==> src/rtl/dbi_pkg.sv <==
`timescale 1ns/1ps
package dbi_pkg;
  localparam int unsigned NUM_BANKS = 2;
  localparam int unsigned ADDR_W    = 8;

  // Register index taken from address bits 7:3.
  typedef enum logic [4:0] {
    IDX_IRQ_ST   = 5'd0,
    IDX_FIQ_ST   = 5'd1,
    IDX_RAW      = 5'd2,
    IDX_ROUTE    = 5'd3,
    IDX_EN_SET   = 5'd4,
    IDX_EN_CLR   = 5'd5,
    IDX_TRG_SET  = 5'd6,
    IDX_TRG_CLR  = 5'd7,
    IDX_LEVEL    = 5'd8,
    IDX_BOTH     = 5'd9,
    IDX_POL      = 5'd10,
    IDX_EDGE_CLR = 5'd11,
    IDX_EDGE_ST  = 5'd12
  } reg_idx_e;
endpackage

==> src/rtl/dbi_rst_sync.sv <==
`timescale 1ns/1ps
module dbi_rst_sync (
  input  logic clk,
  input  logic rst_n_i,
  output logic rst_n_o
);
  logic [1:0] sync_q;

  always_ff @(posedge clk or negedge rst_n_i) begin
    if (!rst_n_i) sync_q <= 2'b00;
    else          sync_q <= {sync_q[0], 1'b1};
  end

  assign rst_n_o = sync_q[1];
endmodule

==> src/rtl/dbi_edge_det.sv <==
`timescale 1ns/1ps
module dbi_edge_det #(
  parameter int unsigned W = 32
) (
  input  logic         clk,
  input  logic         rst_n,
  input  logic [W-1:0] src_i,
  input  logic [W-1:0] level_i,
  input  logic [W-1:0] both_i,
  input  logic [W-1:0] pol_i,
  output logic [W-1:0] hit_o,
  output logic [W-1:0] active_o
);
  logic [W-1:0] prev_q;
  logic [W-1:0] rise;
  logic [W-1:0] fall;

  always_ff @(posedge clk or negedge rst_n) begin
    if (!rst_n) prev_q <= '0;
    else        prev_q <= src_i;
  end

  assign rise = src_i & ~prev_q;
  assign fall = ~src_i & prev_q;

  for (genvar i = 0; i < W; i++) begin : g_bit
    assign active_o[i] = pol_i[i] ? src_i[i] : ~src_i[i];
    assign hit_o[i]    = level_i[i] ? 1'b0 :
                         both_i[i]  ? (rise[i] | fall[i]) :
                         pol_i[i]   ? rise[i] : fall[i];
  end
endmodule

==> src/rtl/dbi_bank.sv <==
`timescale 1ns/1ps
module dbi_bank
  import dbi_pkg::*;
#(
  parameter int unsigned W = 32
) (
  input  logic         clk,
  input  logic         rst_n,
  input  logic         wr_i,
  input  reg_idx_e     idx_i,
  input  logic [W-1:0] wdata_i,
  input  logic [W-1:0] src_i,
  output logic [W-1:0] route_o,
  output logic [W-1:0] en_o,
  output logic [W-1:0] trg_o,
  output logic [W-1:0] level_o,
  output logic [W-1:0] both_o,
  output logic [W-1:0] pol_o,
  output logic [W-1:0] latch_o,
  output logic [W-1:0] raw_o,
  output logic [W-1:0] irq_st_o,
  output logic [W-1:0] fiq_st_o
);
  logic [W-1:0] route_q, route_d;
  logic [W-1:0] en_q, en_d;
  logic [W-1:0] trg_q, trg_d;
  logic [W-1:0] level_q, level_d;
  logic [W-1:0] both_q, both_d;
  logic [W-1:0] pol_q, pol_d;
  logic [W-1:0] latch_q, latch_d;
  logic [W-1:0] clr_mask;
  logic [W-1:0] hit;
  logic [W-1:0] active;
  logic         cfg_ld;

  dbi_edge_det #(.W(W)) u_det (
    .clk      (clk),
    .rst_n    (rst_n),
    .src_i    (src_i),
    .level_i  (level_q),
    .both_i   (both_q),
    .pol_i    (pol_q),
    .hit_o    (hit),
    .active_o (active)
  );

  assign cfg_ld = wr_i;

  always_comb begin
    route_d  = route_q;
    en_d     = en_q;
    trg_d    = trg_q;
    level_d  = level_q;
    both_d   = both_q;
    pol_d    = pol_q;
    clr_mask = '0;
    if (wr_i) begin
      case (idx_i)
        IDX_ROUTE:    route_d  = wdata_i;
        IDX_EN_SET:   en_d     = en_q | wdata_i;
        IDX_EN_CLR:   en_d     = en_q & ~wdata_i;
        IDX_TRG_SET:  trg_d    = trg_q | wdata_i;
        IDX_TRG_CLR:  trg_d    = trg_q & ~wdata_i;
        IDX_LEVEL:    level_d  = wdata_i;
        IDX_BOTH:     both_d   = wdata_i;
        IDX_POL:      pol_d    = wdata_i;
        IDX_EDGE_CLR: clr_mask = wdata_i;
        default:      ;
      endcase
    end
    // A fresh edge is kept even if a clear lands on it in the same cycle.
    latch_d = ((latch_q & ~clr_mask) | hit) & ~level_q;
  end

  always_ff @(posedge clk or negedge rst_n) begin
    if (!rst_n) begin
      route_q <= '0;
      en_q    <= '0;
      trg_q   <= '0;
      level_q <= '1;
      both_q  <= '0;
      pol_q   <= '1;
    end else if (cfg_ld) begin
      route_q <= route_d;
      en_q    <= en_d;
      trg_q   <= trg_d;
      level_q <= level_d;
      both_q  <= both_d;
      pol_q   <= pol_d;
    end
  end

  always_ff @(posedge clk or negedge rst_n) begin
    if (!rst_n) latch_q <= '0;
    else        latch_q <= latch_d;
  end

  assign raw_o    = (level_q & active) | (~level_q & latch_q) | trg_q;
  assign irq_st_o = raw_o & en_q & ~route_q;
  assign fiq_st_o = raw_o & en_q & route_q;

  assign route_o = route_q;
  assign en_o    = en_q;
  assign trg_o   = trg_q;
  assign level_o = level_q;
  assign both_o  = both_q;
  assign pol_o   = pol_q;
  assign latch_o = latch_q;
endmodule

==> src/rtl/dbi_rdmux.sv <==
`timescale 1ns/1ps
module dbi_rdmux
  import dbi_pkg::*;
#(
  parameter int unsigned W = 32,
  localparam int unsigned N = NUM_BANKS * W
) (
  input  reg_idx_e     idx_i,
  input  logic         bank_i,
  input  logic [N-1:0] irq_st_i,
  input  logic [N-1:0] fiq_st_i,
  input  logic [N-1:0] raw_i,
  input  logic [N-1:0] route_i,
  input  logic [N-1:0] en_i,
  input  logic [N-1:0] trg_i,
  input  logic [N-1:0] level_i,
  input  logic [N-1:0] both_i,
  input  logic [N-1:0] pol_i,
  input  logic [N-1:0] latch_i,
  output logic [W-1:0] word_o
);
  logic [N-1:0] vec;

  always_comb begin
    case (idx_i)
      IDX_IRQ_ST:              vec = irq_st_i;
      IDX_FIQ_ST:              vec = fiq_st_i;
      IDX_RAW:                 vec = raw_i;
      IDX_ROUTE:               vec = route_i;
      IDX_EN_SET, IDX_EN_CLR:  vec = en_i;
      IDX_TRG_SET, IDX_TRG_CLR: vec = trg_i;
      IDX_LEVEL:               vec = level_i;
      IDX_BOTH:                vec = both_i;
      IDX_POL:                 vec = pol_i;
      IDX_EDGE_ST:             vec = latch_i;
      default:                 vec = '0;
    endcase
    word_o = bank_i ? vec[W +: W] : vec[0 +: W];
  end
endmodule

==> src/rtl/dualbank_intc.sv <==
`timescale 1ns/1ps
module dualbank_intc
  import dbi_pkg::*;
#(
  parameter int unsigned BANK_W = 32,
  localparam int unsigned NSRC = NUM_BANKS * BANK_W
) (
  input  logic              clk,
  input  logic              rst_n,
  input  logic              reg_wr,
  input  logic              reg_rd,
  input  logic [ADDR_W-1:0] reg_addr,
  input  logic [BANK_W-1:0] reg_wdata,
  output logic [BANK_W-1:0] reg_rdata,
  input  logic [NSRC-1:0]   src_in,
  output logic              irq_o,
  output logic              fiq_o
);
  logic              rst_s_n;
  logic              addr_ok;
  logic              bank_sel;
  reg_idx_e          idx;
  logic [NSRC-1:0]   route_all, en_all, trg_all, level_all, both_all, pol_all;
  logic [NSRC-1:0]   latch_all, raw_all, irq_st_all, fiq_st_all;
  logic [BANK_W-1:0] rd_word;
  logic [BANK_W-1:0] rdata_q, rdata_d;
  logic              irq_q, fiq_q;

  dbi_rst_sync u_rst (
    .clk     (clk),
    .rst_n_i (rst_n),
    .rst_n_o (rst_s_n)
  );

  assign addr_ok  = (reg_addr[1:0] == 2'b00);
  assign bank_sel = reg_addr[2];
  assign idx      = reg_idx_e'(reg_addr[7:3]);

  for (genvar b = 0; b < NUM_BANKS; b++) begin : g_bank
    dbi_bank #(.W(BANK_W)) u_bank (
      .clk      (clk),
      .rst_n    (rst_s_n),
      .wr_i     (reg_wr & addr_ok & (bank_sel == 1'(b))),
      .idx_i    (idx),
      .wdata_i  (reg_wdata),
      .src_i    (src_in[b*BANK_W +: BANK_W]),
      .route_o  (route_all[b*BANK_W +: BANK_W]),
      .en_o     (en_all[b*BANK_W +: BANK_W]),
      .trg_o    (trg_all[b*BANK_W +: BANK_W]),
      .level_o  (level_all[b*BANK_W +: BANK_W]),
      .both_o   (both_all[b*BANK_W +: BANK_W]),
      .pol_o    (pol_all[b*BANK_W +: BANK_W]),
      .latch_o  (latch_all[b*BANK_W +: BANK_W]),
      .raw_o    (raw_all[b*BANK_W +: BANK_W]),
      .irq_st_o (irq_st_all[b*BANK_W +: BANK_W]),
      .fiq_st_o (fiq_st_all[b*BANK_W +: BANK_W])
    );
  end

  dbi_rdmux #(.W(BANK_W)) u_rdmux (
    .idx_i    (idx),
    .bank_i   (bank_sel),
    .irq_st_i (irq_st_all),
    .fiq_st_i (fiq_st_all),
    .raw_i    (raw_all),
    .route_i  (route_all),
    .en_i     (en_all),
    .trg_i    (trg_all),
    .level_i  (level_all),
    .both_i   (both_all),
    .pol_i    (pol_all),
    .latch_i  (latch_all),
    .word_o   (rd_word)
  );

  always_comb begin
    rdata_d = addr_ok ? rd_word : '0;
  end

  always_ff @(posedge clk or negedge rst_s_n) begin
    if (!rst_s_n)    rdata_q <= '0;
    else if (reg_rd) rdata_q <= rdata_d;
  end

  always_ff @(posedge clk or negedge rst_s_n) begin
    if (!rst_s_n) begin
      irq_q <= 1'b0;
      fiq_q <= 1'b0;
    end else begin
      irq_q <= |irq_st_all;
      fiq_q <= |fiq_st_all;
    end
  end

  assign reg_rdata = rdata_q;
  assign irq_o     = irq_q;
  assign fiq_o     = fiq_q;
endmodule

==> config.mk <==
export PLATFORM = sky130hd
export DESIGN_NAME = dualbank_intc
export DESIGN_NICKNAME = d
export VERILOG_FILES = /design/src/rtl/dbi_pkg.sv /design/src/rtl/dbi_rst_sync.sv /design/src/rtl/dbi_edge_det.sv /design/src/rtl/dbi_bank.sv /design/src/rtl/dbi_rdmux.sv /design/src/rtl/dualbank_intc.sv
export SDC_FILE = /design/constraint.sdc
export NUM_CORES = 1
export LEC_CHECK = 0
export BUFFER_PORTS_ARGS = -buffer_cell sky130_fd_sc_hd__buf_2
export CORE_MARGIN = 2
export CORE_UTILIZATION = 30
export DETAILED_ROUTE_END_ITERATION = 8
export PLACE_DENSITY = 0.46
export SLEW_MARGIN = 40
export SYNTH_ARGS = -nofsm -noshare
export SYNTH_HDL_FRONTEND = slang
export SYNTH_HIERARCHICAL = 1
export SYNTH_SLANG_ARGS = --single-unit
==> constraint.sdc <==
create_clock -name clk -period 49.9 [get_ports clk]
set_input_delay 2.495 -clock clk [delete_from_list [all_inputs] [get_ports clk]]
set_output_delay 2.495 -clock clk [all_outputs]
set_load 0.01 [all_outputs]
==> run metrics <==
Mapped Area 32410 sq um; drt total wl ~120 mm; hold buffers post-CTS 0; CTS sink cnt about 550; PD cells 32.66 nW/um^2; proportion of synthesized area in mux cells 0.1580; First DRT Iteration DRCs 1980; Synthesized Nets 3260; hold_sp u_rst/sync_q[0]; final estimated routing congestion in global placement just over 0.8; RSZ-0062 raised after global routing no; Crit. End Element flop; GRT Overall Usage 0.2224; post-route ant nets 0; Final Max Slew Viols 0; CTS tree built; num rows 120; crit share post-route 0.1151; die height 332.7 microns; Clock transition at path regs 0.06 ns; normalized max-slew margin 0.3801; Cells after Synth 3024; post_cts resized 0; Setup Total Neg Slack 0 ns; Max FO, Critical Path 36; Initial Util 0.3028; Syn Area/Cell 10.72 sq um; min Tclk post-route 5.744 ns; fraction of layout instances using a drive strength above 1 0.2441; most common flop cell mapped by yosys dfrtp_1; largest family of logic cells by synthesized area compound AO/OA/AOI/OAI gates; DIE AREA 110700 sq um; Port Buf Inserts 141; # IOs approximately 140; pre-CTS WS 43.49 ns; compound-gate portion of the synthesized area 0.1866; Reg2Reg Launch Point g_bank[0].u_bank/pol_o[9]; Max Cap Viol 0; flop and latch count out of synthesis 548; # nets final 3289; Via Count 25517; Worst R2R Setup Slack approximately 46 ns; first-pass GRT wire length 182.1 mm; DR pass1 iterations 5; Synth Warn # 6; Synth-to-Final Area Change 12.59%; hold path endpoint u_rst/sync_q[1]; distinct cell type count after synthesis 74; TritonCTS buffer count 68; leakage roughly 0.016 uW; total gr overflow 0; post-CTS setup buffer count 0; Async SR Flop Fraction 1.000; worst-margin pin slew 0.9173 ns; Seq/Total Area, Yosys 0.4280; DR WL/cell roughly 28 microns; DRC violations left 0; reg-to-reg critical path endpoint fiq_o; Final Setup Violations 0; Hold Path Depth 0; Post-synth EDFFs 0; status finished clean; Max Clock Freq 0.1741 GHz; worst vdd ir 0.02271 mV; Die Span X 332.7 microns; vias in the first global route 25126; Bufs on Longest Clock Path 3; Clock Tree Root clkbuf_16; Worst Setup Path Type in2reg; Post-Synth XOR/XNOR Area 0.01729; post-synthesis adder-cell area fraction 0.04975; Worst Path Required 50.45 ns; final hold violation count 0; Via density 5.649; reg2reg path depth 6; Worst Hold Class reg2reg; largest net degree at the start of global routing 75; DP HPWL 79.91 mm; H-tree levels 3; core area 107100 sq um; Critical Path AT 6.30 ns; Startpoint Class primary input; skew final roughly 0.037 ns; initial antenna violation count 13; Post-Synth Simple-Gate Area 0.09357; Clock Latency Late Sink 0.64 ns; Setup WS post-layout between 40 and 50 ns
==> where the power goes <==
part	switching [uW]	internal, uW
Sequential	33.8	481
Combinational	100	72.7
Clock	213	292
==> synth_stat cells, types with 18 or more instances <==
cell	n	area, sq um
mux2_1	76	855.8
a211o_1	64	560.5
nand3_1	24	120.1
mux2_2	215	2421
nor2_1	73	274.0
o21ai_0	75	375.4
mux2i_1	92	920.9
a22oi_1	62	465.5
a22o_1	27	236.5
buf_2	112	560.5
and3b_1	69	604.3
a21oi_1	92	460.4
nand2_1	90	337.8
clkbuf_2	34	170.2
nor2b_1	68	425.4
ha_1	128	1602
xnor2_1	64	560.5
dfrtp_1	420	10510
clkbuf_1	61	229.0
a221oi_1	36	315.3
inv_1	225	844.6
a222oi_1	18	180.2
dfstp_2	128	3363
a31oi_1	276	1727
buf_4	20	150.1
and3_1	80	500.5
mux2_4	60	900.9
a311oi_1	64	560.5
o21a_1	67	503.0
nor4_1	30	187.7
==> cell usage in the layout (no fill, tap or decap), types with 10 or more instances in the layout <==
cell type,count
mux2_1,76
a31oi_1,276
mux2_4,60
a22oi_1,62
nor2_1,73
buf_2,140
ha_1,128
a211o_1,64
o21a_1,67
a221oi_1,36
o221ai_1,11
dfrtp_1,419
and3_1,77
clkbuf_8,11
clkbuf_1,18
clkinv_2,16
nor2b_1,65
a211oi_1,14
mux2_2,215
and2_1,10
dfstp_2,128
clkbuf_16,70
nor4_1,28
a311oi_1,64
nand3_1,20
buf_4,55
a31o_1,14
o21ai_0,75
o22ai_1,11
a22o_1,27
nand4_1,15
inv_1,225
a21oi_1,92
and3b_1,68
a222oi_1,18
nand2_1,90
xnor2_1,64
mux2i_1,92
==> cell type report <==
type                       instances  area [sq um]
fill                           10848         70560
multi-input combinational       2003         16500
sequential                       548         13880
clock buffer                      99          1971
tap                             1403          1755
timing repair buffer             207          1291
inverter                         225         844.6
clock inverter                    27         246.5
antenna                            5         12.51
==> critical path, stage by stage <==
cell     delay [ns]
buf_2          0.07
buf_4          0.34
buf_4          0.57
nor3b_1        0.29
buf_4          0.33
and2_2         0.59
buf_4          0.67
a22oi_1        0.19
and3_1         0.26
a31oi_1        0.21
nand2_1        0.07
o21ai_0        0.10
==> worst max-delay path by stage <==
stage	start	end	cells past startpoint
global placement	reg_addr[2]	g_bank[0].u_bank/pol_o[20]	6
finish	reg_addr[6]	reg_rdata[25]	12
detailed placement	reg_addr[2]	g_bank[1].u_bank/pol_o[20]	7
global route	reg_addr[6]	reg_rdata[6]	12
floorplan	u_rst/sync_q[1]	fiq_o	0
CTS	reg_addr[2]	g_bank[1].u_bank/pol_o[20]	7
==> stage by stage <==
step	total power, uW	cells	hold slack, ns	instance area (sq um)	utilization
after detailed placement	692.3	4385	0.3387	34230	0.3198
after CTS	1203	4511	0.3510	36450	0.3405
after global placement	690.2	4380	0.3353	34110	0.3186
after floorplan	626.6	3024	0.3312	32410	-
after global routing	1246	4513	0.3636	36490	0.3408
final	1192	4517	0.3476	36500	0.3409
==> logic make-up (layout without fill, tap and decap cells) <==
group / after synthesis / in the layout
AO/OA/AOI/OAI: 863 / 863
XOR/XNOR: 64 / 64
adder cells (fa/ha/maj): 129 / 129
buffers and inverters: 473 / 558
flip-flops: 548 / 548
multiplexers: 444 / 444
other: 1 / 6
AND/OR/NAND/NOR: 502 / 502
==> layer usage <==
| metal | global-route usage | vias up | share of wire |
|---|---|---|---|
| li1 | - | 11351 | - |
| met5 | 0 | - | 0.00072 |
| met1 | 0.3114 | 13046 | 0.45 |
| met2 | 0.3346 | 914 | 0.43 |
| met3 | 0.05620 | 192 | 0.082 |
| met4 | 0.06963 | 14 | 0.029 |
Power figures use the tool's default switching activity.
